### config.mk
export PLATFORM = sky130hd
export DESIGN_NAME = gpio_edge_irq_agg
export DESIGN_NICKNAME = d
export VERILOG_FILES = /design/src/rtl/gpio_irq_pkg.sv /design/src/rtl/gpio_pin_sync.sv /design/src/rtl/gpio_cause_bank.sv /design/src/rtl/gpio_irq_regs.sv /design/src/rtl/gpio_edge_irq_agg.sv
export SDC_FILE = /design/constraint.sdc
export NUM_CORES = 1
export LEC_CHECK = 0
export ABC_AREA = 1
export BUFFER_PORTS_ARGS = -buffer_cell sky130_fd_sc_hd__clkbuf_2
export CAP_MARGIN = 20
export CORE_ASPECT_RATIO = 0.5
export CORE_UTILIZATION = 53
export DETAILED_ROUTE_END_ITERATION = 12
export PLACE_DENSITY = 0.83
export SLEW_MARGIN = 20
export SYNTH_ARGS = -nofsm -noshare
export SYNTH_HDL_FRONTEND = slang
export SYNTH_SLANG_ARGS = --single-unit
export TNS_END_PERCENT = 10
### constraint.sdc
create_clock -name clk -period 1.1 [get_ports clk]
set_input_delay 0.11 -clock clk [delete_from_list [all_inputs] [get_ports clk]]
set_output_delay 0.11 -clock clk [all_outputs]
set_load 0.005 [all_outputs]
### src/rtl/gpio_irq_pkg.sv
package gpio_irq_pkg;
  localparam int ADDR_W = 8;
  localparam logic [ADDR_W-1:0] OFS_MASKED = 8'h80; // masked cause view, read-only
  localparam logic [ADDR_W-1:0] OFS_RISE   = 8'h44; // rise-cause enable
  localparam logic [ADDR_W-1:0] OFS_FALL   = 8'h48; // fall-cause enable
  localparam logic [ADDR_W-1:0] OFS_EVEN   = 8'h94; // event-enable mask
  localparam logic [ADDR_W-1:0] OFS_CLR    = 8'h98; // W1C clear / raw cause read
endpackage

### src/rtl/gpio_pin_sync.sv
module gpio_pin_sync #(
  parameter int N_PINS = 32,
  parameter int STAGES = 2
) (
  input  logic              clk,
  input  logic              rst,
  input  logic [N_PINS-1:0] pin_i,
  output logic [N_PINS-1:0] sync_o
);
  logic [N_PINS-1:0] stage_q [STAGES];

  always_ff @(posedge clk) begin
    if (rst) stage_q[0] <= '0;
    else     stage_q[0] <= pin_i;
  end

  genvar s;
  generate
    for (s = 1; s < STAGES; s++) begin : g_stage
      always_ff @(posedge clk) begin
        if (rst) stage_q[s] <= '0;
        else     stage_q[s] <= stage_q[s-1];
      end
    end
  endgenerate

  assign sync_o = stage_q[STAGES-1];
endmodule

### src/rtl/gpio_cause_bank.sv
module gpio_cause_bank #(
  parameter int N_PINS = 32
) (
  input  logic              clk,
  input  logic              rst,
  input  logic [N_PINS-1:0] sync_i,
  input  logic [N_PINS-1:0] rise_en_i,
  input  logic [N_PINS-1:0] fall_en_i,
  input  logic [N_PINS-1:0] clr_i,
  output logic [N_PINS-1:0] cause_o
);
  logic [N_PINS-1:0] prev_q;
  logic [N_PINS-1:0] set_vec;
  logic [N_PINS-1:0] cause_q;

  always_ff @(posedge clk) begin
    if (rst) prev_q <= '0;
    else     prev_q <= sync_i;
  end

  genvar i;
  generate
    for (i = 0; i < N_PINS; i++) begin : g_pin
      logic rise_hit, fall_hit;
      assign rise_hit   = rise_en_i[i] &  sync_i[i] & ~prev_q[i];
      assign fall_hit   = fall_en_i[i] & ~sync_i[i] &  prev_q[i];
      assign set_vec[i] = rise_hit | fall_hit;

      // set has priority over a same-cycle clear
      always_ff @(posedge clk) begin
        if (rst)             cause_q[i] <= 1'b0;
        else if (set_vec[i]) cause_q[i] <= 1'b1;
        else if (clr_i[i])   cause_q[i] <= 1'b0;
      end
    end
  endgenerate

  assign cause_o = cause_q;


  set_wins_chk: assert property (@(posedge clk) disable iff (rst)
    (|set_vec) |=> ((cause_q & $past(set_vec)) == $past(set_vec)));


  clr_bits_chk: assert property (@(posedge clk) disable iff (rst)
    (|clr_i) |=> ((cause_q & $past(clr_i & ~set_vec)) == '0));


  no_spurious_chk: assert property (@(posedge clk) disable iff (rst)
    1'b1 |=> ((cause_q & ~$past(cause_q) & ~$past(set_vec)) == '0));
endmodule

### src/rtl/gpio_irq_regs.sv
module gpio_irq_regs
  import gpio_irq_pkg::*;
#(
  parameter int N_PINS = 32
) (
  input  logic              clk,
  input  logic              rst,
  input  logic [ADDR_W-1:0] bus_addr,
  input  logic              bus_wr_en,
  input  logic [N_PINS-1:0] bus_wdata,
  input  logic              bus_rd_en,
  output logic [N_PINS-1:0] bus_rdata,
  input  logic [N_PINS-1:0] cause_i,
  output logic [N_PINS-1:0] rise_en_o,
  output logic [N_PINS-1:0] fall_en_o,
  output logic [N_PINS-1:0] clr_o,
  output logic              irq_o
);
  logic [N_PINS-1:0] rise_q, fall_q, mask_q;
  logic [N_PINS-1:0] rd_mux;
  logic [N_PINS-1:0] pending;
  logic              irq_q;

  always_ff @(posedge clk) begin
    if (rst) begin
      rise_q <= '0;
      fall_q <= '0;
      mask_q <= '0;
    end else if (bus_wr_en) begin
      case (bus_addr)
        OFS_RISE: rise_q <= bus_wdata;
        OFS_FALL: fall_q <= bus_wdata;
        OFS_EVEN: mask_q <= bus_wdata;
        default:  ;
      endcase
    end
  end

  assign clr_o   = (bus_wr_en && bus_addr == OFS_CLR) ? bus_wdata : '0;
  assign pending = cause_i & mask_q;

  always_comb begin
    case (bus_addr)
      OFS_MASKED: rd_mux = pending;
      OFS_RISE:   rd_mux = rise_q;
      OFS_FALL:   rd_mux = fall_q;
      OFS_EVEN:   rd_mux = mask_q;
      OFS_CLR:    rd_mux = cause_i;
      default:    rd_mux = '0;
    endcase
  end

  always_ff @(posedge clk) begin
    if (rst) begin
      bus_rdata <= '0;
      irq_q     <= 1'b0;
    end else begin
      bus_rdata <= bus_rd_en ? rd_mux : '0;
      irq_q     <= |pending;
    end
  end

  assign rise_en_o = rise_q;
  assign fall_en_o = fall_q;
  assign irq_o     = irq_q;


  irq_quiet_chk: assert property (@(posedge clk) disable iff (rst)
    ((cause_i & mask_q) == '0) |=> !irq_o);


  irq_source_chk: assert property (@(posedge clk) disable iff (rst)
    $rose(irq_o) |-> ($past(cause_i) != '0));


  rd_masked_chk: assert property (@(posedge clk) disable iff (rst)
    (bus_rd_en && bus_addr == OFS_MASKED) |=> ((bus_rdata & ~$past(mask_q)) == '0));
endmodule

### src/rtl/gpio_edge_irq_agg.sv
module gpio_edge_irq_agg
  import gpio_irq_pkg::*;
#(
  parameter int N_PINS      = 32,
  parameter int SYNC_STAGES = 2
) (
  input  logic              clk,
  input  logic              rst,
  input  logic [N_PINS-1:0] pin_i,
  input  logic [ADDR_W-1:0] bus_addr,
  input  logic              bus_wr_en,
  input  logic [N_PINS-1:0] bus_wdata,
  input  logic              bus_rd_en,
  output logic [N_PINS-1:0] bus_rdata,
  output logic              irq_o
);
  logic [N_PINS-1:0] sync_w, rise_w, fall_w, clr_w, cause_w;

  gpio_pin_sync #(.N_PINS(N_PINS), .STAGES(SYNC_STAGES)) sync_i (
    .clk(clk), .rst(rst), .pin_i(pin_i), .sync_o(sync_w)
  );

  gpio_cause_bank #(.N_PINS(N_PINS)) cause_i (
    .clk(clk), .rst(rst), .sync_i(sync_w), .rise_en_i(rise_w),
    .fall_en_i(fall_w), .clr_i(clr_w), .cause_o(cause_w)
  );

  gpio_irq_regs #(.N_PINS(N_PINS)) regs_i (
    .clk(clk), .rst(rst), .bus_addr(bus_addr), .bus_wr_en(bus_wr_en),
    .bus_wdata(bus_wdata), .bus_rd_en(bus_rd_en), .bus_rdata(bus_rdata),
    .cause_i(cause_w), .rise_en_o(rise_w), .fall_en_o(fall_w),
    .clr_o(clr_w), .irq_o(irq_o)
  );
endmodule

Word-level counts from Yosys, hierarchy flattened
Memories as Yosys holds them, arrays and structs flattened.
Index checks and enable logic that the tools add are counted.
Word-level totals
  RAM bits: 64
  bits of input ports: 76
  register bits after elaboration: 193
  word-level logic and storage cells: 381
  memories kept: 1
Memory list
  sync_i.stage_q: depth 2, bits a word 32, read ports 2, clocked after Yosys merged registers in 0, write ports 2, RTL line gpio_pin_sync.sv:10  | logic [N_PINS-1:0] stage_q [STAGES];
Cells by class
  equal/unequal tests: 5
  bitwise logic cells: 228
  multiplexer cells: 71
  reductions and logical operators: 38
Operators by type and width (number)
  32-bit case mux with 5 select lines: 1
  1-bit AND: 128
  32-bit 2-to-1 mux: 3
  1-bit 2-to-1 mux: 67
  1-bit inverter: 65
  2-bit nonzero test: 32
  1-bit bitwise OR: 34
  32-bit AND: 1
  32-bit OR reduction: 1
  8-bit == test (second input constant): 3
  8-bit by 7-bit == test with 1-bit output (second input constant): 2
  2-bit AND reduction: 3
  2-bit OR reduction: 1
  1-bit logical AND: 1

Depth between registers and ports, before layout
Gate-level depths: netlist (run 1).
  depth after elaboration: 5
  depth in mapped cells: 9
  gate-level depth less buffers: 7

By module
From an unflattened synthesis (run 1), not the netlist that was laid out.
Unflattened totals
  cells, all modules: 1487
  area total of the unflattened synthesis: 10824.1 sq um
Modules (own cells, without submodules)
  gpio_irq_regs: instances 1, cells each 896, seq. area each 2582.5 sq um, area each 6259.8 sq um
  gpio_cause_bank: instances 1, cells each 392, seq. area each 1281.2 sq um, area each 2723.9 sq um
  gpio_pin_sync: instances 1, cells each 199, seq. area each 1281.2 sq um, area each 1840.5 sq um

Worst setup path after synthesis (run 1)
OpenSTA, ideal clock, no wires.
  path kind: input port to flip-flop
  from: in bus_addr[0]
  to: reg cause_i.cause_q[15], in the netlist cause_i.cause_o[15]
  arrival time: 913 ps
  path buffers: 2
  cell stages on the path: 8
  setup slack: 55 ps
  cell sequence: inv_2 nand2_4 nor2_8 buf_4 buf_2 nand4_1 nand2_1 a21oi_1
On the way
  longest elaborated chain between the ends: 4
Ends and longest elaborated chain
  from (decl): RTL line gpio_edge_irq_agg.sv:10  | input logic [ADDR_W-1:0] bus_addr,
  8-bit == test: RTL line gpio_irq_regs.sv:39  | assign clr_o = (bus_wr_en && bus_addr == OFS_CLR) ? bus_wdata : '0;
  1-bit logical AND: RTL line gpio_irq_regs.sv:39
  32-bit 2-to-1 mux: RTL line gpio_irq_regs.sv:39
  2-bit nonzero test (no line)
  to (signal, indexed assignment): RTL line gpio_cause_bank.sv:31  | if (rst) cause_q[i] <= 1'b0;
  to (signal, indexed assignment): RTL line gpio_cause_bank.sv:32  | else if (set_vec[i]) cause_q[i] <= 1'b1;
  to (signal, indexed assignment): RTL line gpio_cause_bank.sv:33  | else if (clr_i[i]) cause_q[i] <= 1'b0;
  to (decl): RTL line gpio_cause_bank.sv:14  | logic [N_PINS-1:0] cause_q;
Every way passes these cells.
A chain may end at the register's enable or synchronous reset.

Final worst setup path (run 1)
  from: in rst
  to: reg cause_i.prev_q[8]
RTL lines
  from (decl): RTL line gpio_edge_irq_agg.sv:8  | input logic rst,
  to (signal assigned): RTL line gpio_cause_bank.sv:18  | else prev_q <= sync_i;
  to (decl): RTL line gpio_cause_bank.sv:12  | logic [N_PINS-1:0] prev_q;
No word-level cell between the ends.

==> results.txt, run 1 <==
----------------------------------------------------
[Outcome]
  Run status ... finished, violations left
  Failing checks ... setup timing

[Die]
  Rows ... 35
  DIE HEIGHT ... 101 um
  Full die area ... 0.0200 mm2
  Initial standard-cell utilization of the core ... 55.0%
  Die outline width ... 199 um
  CORE AREA ... 0.0187 mm2
  Top-level port count ... 109

[Cells and area]
  Non-filler cells in the finished layout ... 1771
  Fraction of layout instances using a drive strength above 1 ... 15.9%
  Final core utilization ... 68.9%
  Area Growth Syn to Fin ... 25.2%
  # fillers ... 1460
  # nets final ... 1573
  ANT cells ... 0

[Placement]
  Final HPWL DP ... 17300 um
  Port-buffer cells ... 108
  Total placed cells including tap cells ... 1666
  Routability congestion estimate from global placement ... 0.874

[Synthesis]
  Synthesized instance count ... 1332
  Synth Cell Area ... 0.0103 mm2
  Count of cell types in the netlist ... 27
  Number of nets produced by synthesis ... 1408
  Sequential area share after synthesis ... 50.0%
  Register bit total from synthesis ... 257
  Synth Area per Inst ... 7.72 um2
  Yosys warnings ... 0

[Timing]
  Worst setup slack after layout ... -0.0223 ns
  Number of hold violations in the final report ... 0
  Final number of setup-violating endpoints ... 3
  Post-route clock period utilization ... 102%
  Max frequency ... 891 MHz
  Transition time of the tightest slew-check pin ... 0.637 ns
  Final slew viol count ... 0
  Min cycle time layout ... 1.12 ns
  Unrepaired setup endpoints after global routing ... yes
  Worst slew margin relative to its limit ... 57.5%
  Fin Clk Skew ... 0.0123 ns
  TNS Setup ... -0.0370 ns

[Clocking]
  Post CTS Setup Buffer Count ... 0
  Master cell of the clock root buffer ... sky130_fd_sc_hd__clkbuf_16
  Htree depth ... 1
  Clock latency on the worst-skew pair ... 0.51 ns
  Total clock sinks ... 257
  Clock tree from TritonCTS ... built
  Bufs on Longest Clock Path ... 3
  Total clock buffers created by CTS ... 23
  Clk slew on worst S/H paths ... 0.07 ns

[Worst setup path]
  Worst EP required ... 1.47 ns
  Startpoint Class ... input pin
  Cell count of the worst reg-to-reg path ... 6
  Register-to-register setup slack ... 0 ns
  Capturing element type of the critical path ... register
  Data arrival time at the worst-slack endpoint ... 1.49 ns
  Capture point of the worst reg-to-reg path ... regs_i.irq_o
  Startpoint of the most critical register-to-register path ... cause_i.cause_o[15]
  Biggest fanout along the worst timing path ... 129
  Kind of critical path ... input pin to register

[Route]
  Count of vias placed by the detailed router ... 9685
  Total wire length ... 27400 um
  Violation count after the first detailed-route iteration ... 940
  Mean number of vias per cell ... 5.47
  Length of the first detailed-routing pass in iterations ... 7
  Routed len/inst ... 15.5 um
  Residual DRC ... 0
  Antenna Nets Post-Route ... 0

[Flow run]
  Max-cap check violation count ... 0

[Global route]
  Pin count of the biggest net entering global routing ... 130
  Overall overflow remaining after global route ... 0
  Wire length of the first global-routing pass ... 44800 um
  Number of antenna violations at the first check in global routing ... 0
  Global-route usage over all layers ... 27.7%
  Vias in the first global route ... 9294

[Min path]
  Cell count of the worst hold path ... 4
  Hold_sp ... bus_rd_en
  Capture endpoint of the worst hold path ... regs_i.bus_rdata[11]
  Kind of path behind the tightest hold check ... input pin to register

[Pwr]
  IR Drop Worst-Case VDD ... 1.07 mV
  LEAKAGE ... 5.12 nW
  Ratio of total power to cell area ... 1470 mW/mm2

----------------------------------------------------
[worst max-delay path by stage]
| stage | start | slack (ns) | to | depth (start not counted) |
|---|---|---|---|---|
| 2_1_floorplan | bus_addr[0] | 0.05 | cause_i.cause_o[15] | 8 |
| 3_3_place_gp | bus_addr[7] | -0.14 | regs_i.rise_en_o[9] | 9 |
| 3_5_place_dp | bus_addr[5] | -0.24 | regs_i.rise_en_o[8] | 9 |
| 4_1_cts | regs_i.bus_rdata[29] | 0.004 | bus_rdata[29] | 1 |
| 5_1_grt | cause_i.cause_o[15] | -0.07 | regs_i.irq_o | 6 |
| 6_report | rst | -0.02 | cause_i.prev_q[8] | 4 |
[cell usage in the layout, fill, tap and decap left out, types with 11 or more instances in the layout]
master                          instances
sky130_fd_sc_hd__dfxtp_1              250
sky130_fd_sc_hd__inv_1                196
sky130_fd_sc_hd__nor2_1               164
sky130_fd_sc_hd__a21oi_1              128
sky130_fd_sc_hd__nand3_1              120
sky130_fd_sc_hd__clkbuf_2             107
sky130_fd_sc_hd__o21ai_1               93
sky130_fd_sc_hd__nand2_1               88
sky130_fd_sc_hd__dlygate4sd3_1         65
sky130_fd_sc_hd__o21ai_0               35
sky130_fd_sc_hd__nand4_1               34
sky130_fd_sc_hd__nor3_1                32
sky130_fd_sc_hd__a31oi_1               32
sky130_fd_sc_hd__nand3b_1              31
sky130_fd_sc_hd__buf_4                 27
sky130_fd_sc_hd__buf_12                25
sky130_fd_sc_hd__clkbuf_16             23
sky130_fd_sc_hd__nand3_2               11
[report_power, final]
part           internal (mW)  switching (mW)  leakage (nW)  total, mW
clock                   4.87            3.46         0.389       8.33
sequential              9.45          0.0562          2.09       9.51
combinational          0.482           0.658          2.64       1.14
total                   14.8            4.18          5.12       19.0
[kinds of logic after synthesis]
group | count (synthesis) | synth area share [%]
AND/OR/NAND/NOR | 498 | 23.7
AO/OA/AOI/OAI | 290 | 14.5
buffers and inverters | 287 | 11.7
flip-flops | 257 | 50.0
[layer usage]
layer	up-vias	track usage (%)	wire [um]
li1	4701	-	-
met1	4425	35.3	11200
met2	476	47.3	12800
met3	83	4.92	2490
met4	0	10.1	819
met5	-	0	0
[layout make-up]
cell class / count / area [um2] / share of cell area [%]
clock buffer: 31 / 656 / 5.09
clock inverter: 9 / 120 / 0.932
inverter: 202 / 761 / 5.91
multi-input combinational: 788 / 3950 / 30.7
sequential: 257 / 5150 / 40.0
tap: 259 / 324 / 2.52
timing repair buffer: 225 / 1920 / 14.9
[synth_stat cells (all sizes together)]
cell	number	area share (%)
a21oi	129	6.3
a31oi	32	1.9
buf	59	3.4
clkbuf	26	0.95
dfxtp	257	50
inv	202	7.4
nand2	94	3.6
nand3	133	7.3
nand3b	31	2.3
nand4	34	2.1
nor2	173	6.9
nor3	33	1.6
o21ai	128	6.2
o21bai	1	0.073
[timing repair]
item / 4_1_cts / 5_1_grt
cloned: 0 / 0
setup endpoints to repair: 5 / 24
hold buffers: 65 / 0
hold endpoints to repair: 155 / 0
pin swaps: 1 / 4
gates resized for setup: 7 / 7
[worst max-delay path, cell delays in order]
cell and delay, ns:
sky130_fd_sc_hd__dlygate4sd3_1 0.55, sky130_fd_sc_hd__buf_4 0.16, sky130_fd_sc_hd__buf_16 0.36, sky130_fd_sc_hd__nor2_1 0.13
[stage by stage]
step | total power, mW | hold slack [ns] | setup WS [ns] | area, um2
final | 19.0 | 0.0912 | -0.0223 | 12900
after global routing | 19.6 | 0.0859 | -0.0666 | 12900
after CTS | 19.1 | 0.0781 | 0.00393 | 12900
after detailed placement | 10.6 | 0.307 | -0.239 | 11400
after global placement | 10.6 | 0.302 | -0.140 | 11400
after floorplan | 10.2 | 0.217 | 0.0549 | 10300
[flip-flops by register name (all words and copies together) (netlist names)]
| signal | flops |
|---|---|
| cause_i.prev_q | 32 |
| regs_i.rise_en_o | 32 |
| regs_i.fall_en_o | 32 |
| regs_i.irq_o | 1 |
| regs_i.mask_q | 32 |
| sync_i.stage_q | 64 |
| regs_i.bus_rdata | 32 |
| cause_i.cause_o | 32 |
(Power assumes the default switching activity.)
==> run 2: changes to the inputs <==
--- a/config.mk
+++ b/config.mk
@@ -9,9 +9,9 @@
 export BUFFER_PORTS_ARGS = -buffer_cell sky130_fd_sc_hd__clkbuf_2
 export CAP_MARGIN = 20
 export CORE_ASPECT_RATIO = 0.5
-export CORE_UTILIZATION = 53
+export CORE_UTILIZATION = 55
 export DETAILED_ROUTE_END_ITERATION = 12
-export PLACE_DENSITY = 0.83
+export PLACE_DENSITY = 0.82
 export SLEW_MARGIN = 20
 export SYNTH_ARGS = -nofsm -noshare
 export SYNTH_HDL_FRONTEND = slang
==> constraint.sdc (replaced) <==
create_clock -name clk -period 1.4 [get_ports clk]
set_input_delay 0.14 -clock clk [delete_from_list [all_inputs] [get_ports clk]]
set_output_delay 0.14 -clock clk [all_outputs]
set_load 0.005 [all_outputs]
==> results.txt, run 2 (same netlist as run 1, synthesis figures left out) <==
----------------------------------------------------
[Outcome]
  Run status ... finished clean

[Die]
  Rows ... 34
  DIE HEIGHT ... 98.7 um
  Top-level port count ... 109
  Die outline width ... 195 um
  CORE AREA ... 0.0178 mm2
  Full die area ... 0.0193 mm2
  Initial standard-cell utilization of the core ... 57.7%

[Cells and area]
  Fraction of layout instances using a drive strength above 1 ... 14.5%
  Register with the most flip-flops ... sync_i.stage_q
  Leading cell types in the layout, fill and taps excluded ... sky130_fd_sc_hd__dfxtp_1, sky130_fd_sc_hd__inv_1, sky130_fd_sc_hd__nor2_1, sky130_fd_sc_hd__a21oi_1, sky130_fd_sc_hd__nand3_1
  Max FFs per register ... 64
  # nets final ... 1563
  Leading cell type in the layout, fill and taps excluded ... sky130_fd_sc_hd__dfxtp_1
  ANT cells ... 0
  # fillers ... 1385
  Area Growth Syn to Fin ... 22.4%

[Worst setup path]
  Kind of critical path ... register to output pin
  Number of logic stages on the critical path including buffering ... 1
  Startpoint Class ... register
  Ordered cell list for the critical path ... clkbuf_2
  Biggest fanout along the worst timing path ... 1
  Startpoint of the most critical register-to-register path ... cause_i.cause_o[15]
  Largest delay share family, worst path ... flip-flops
  Cell count of the worst reg-to-reg path ... 6
  Register-to-register setup slack ... 0.27 ns
  Capture point of the worst reg-to-reg path ... regs_i.irq_o
  CP max-delay cell ... sky130_fd_sc_hd__dfxtp_1
  Delay of the slowest critical-path stage ... 0.37 ns
  Critical Path Sink ... bus_rdata[20]
  Capturing element type of the critical path ... output pin
  Data arrival time at the worst-slack endpoint ... 1.01 ns
  Origin of the worst setup path ... regs_i.bus_rdata[20]
  CP bufs+invs ... 1
  Worst EP required ... 1.26 ns

[Clocking]
  Clock latency on the worst-skew pair ... 0.51 ns
  Clock tree from TritonCTS ... built
  Total clock buffers created by CTS ... 22
  Post CTS Setup Buffer Count ... 0
  Total clock sinks ... 257
  Bufs on Longest Clock Path ... 3
  Htree depth ... 1
  # resized after CTS ... 0
  Hold-fix buffers, CTS ... 64
  Master cell of the clock root buffer ... sky130_fd_sc_hd__clkbuf_16
  Clk slew on worst S/H paths ... 0.07 ns

[Min path]
  Kind of path behind the tightest hold check ... input pin to register

[Global route]
  Vias in the first global route ... 9233
  Global-route usage over all layers ... 28.0%
  Pin count of the biggest net entering global routing ... 90
  Number of antenna violations at the first check in global routing ... 0
  Wire length of the first global-routing pass ... 44400 um
  Overall overflow remaining after global route ... 0

[Timing]
  Final slew viol count ... 0
  TNS Setup ... 0 ns
  Worst slew margin relative to its limit ... 70.1%
  Min cycle time layout ... 1.15 ns
  Fin Clk Skew ... 0.0106 ns
  Transition time of the tightest slew-check pin ... 0.448 ns
  Number of hold violations in the final report ... 0
  Post-route clock period utilization ... 82.5%
  Final number of setup-violating endpoints ... 0
  Max frequency ... 866 MHz
  Unrepaired setup endpoints after global routing ... no

[Route]
  Total wire length ... 26900 um
  Violation count after the first detailed-route iteration ... 692
  Routed len/inst ... 15.5 um
  Residual DRC ... 0
  Antenna Nets Post-Route ... 0
  Mean number of vias per cell ... 5.53
  Count of vias placed by the detailed router ... 9584
  Length of the first detailed-routing pass in iterations ... 8

[Pwr]
  Share of total power in the clock network ... 42.0%
  Seq pwr share ... 51.9%
  Portion of total power attributed to combinational logic ... 6.0%
  LEAKAGE ... 5.00 nW
  IR Drop Worst-Case VDD ... 0.823 mV
  Sw power ... 3.19 mW
  Switching part of the total power ... 22.2%
  Int Pwr ... 11.2 mW
  Ratio of total power to cell area ... 1140 mW/mm2
  Overall power consumption ... 14.4 mW

[Placement]
  Routability congestion estimate from global placement ... 0.863
  Port-buffer cells ... 108
  Final HPWL DP ... 16900 um

[Flow run]
  Max-cap check violation count ... 0

----------------------------------------------------
[run 2: through the flow]
stage	instances	hold WS [ns]	setup WS, ns	util (%)	instance area (um2)
2_1_floorplan	1332	0.247	0.325	-	10300
3_3_place_gp	1633	0.333	0.0826	63.1	11200
3_5_place_dp	1633	0.336	-0.000366	63.1	11200
4_1_cts	1734	0.0604	0.247	70.7	12600
5_1_grt	1734	0.102	0.144	70.7	12600
6_report	1734	0.0729	0.246	70.7	12600
[run 2: area by class of cell]
type                            instances  area, um2  share of cell area (%)
Tap cell                              234        293                    2.32
Clock buffer                           34        697                    5.53
Sequential cell                       257       5140                    40.9
Timing Repair Buffer                  216       1750                    13.9
Multi-Input combinational cell        788       3930                    31.2
Inverter                              202        758                    6.02
Clock inverter                          3       15.0                   0.119
[run 2: power by group through the flow]
stage / logic [mW] / registers (mW) / clock network (mW)
global route: 0.952 / 7.47 / 6.43
floorplan: 0.394 / 7.62 / 0
CTS: 0.858 / 7.47 / 6.10
detailed placement: 0.711 / 7.63 / 0
global placement: 0.693 / 7.63 / 0
finish: 0.870 / 7.47 / 6.04
[run 2: worst min path at each step]
| stage | from | end | slack, ns | cells past startpoint |
|---|---|---|---|---|
| 6_report | bus_rd_en | regs_i.bus_rdata[20] | 0.07 | 3 |
| 5_1_grt | bus_wr_en | regs_i.fall_en_o[21] | 0.10 | 3 |
| 4_1_cts | bus_rd_en | regs_i.bus_rdata[20] | 0.06 | 3 |
| 3_5_place_dp | pin_i[2] | sync_i.stage_q[0][2] | 0.34 | 3 |
| 3_3_place_gp | pin_i[23] | sync_i.stage_q[0][23] | 0.33 | 3 |
| 2_1_floorplan | pin_i[0] | sync_i.stage_q[0][0] | 0.25 | 2 |
[run 2: layer usage]
layer,share of wire (%),global-route usage [%],vias up
met5,0,0,-
met4,2.9,11.1,0
met3,8.5,4.52,81
met2,47,47.6,439
met1,42,36.1,4398
li1,-,-,4666
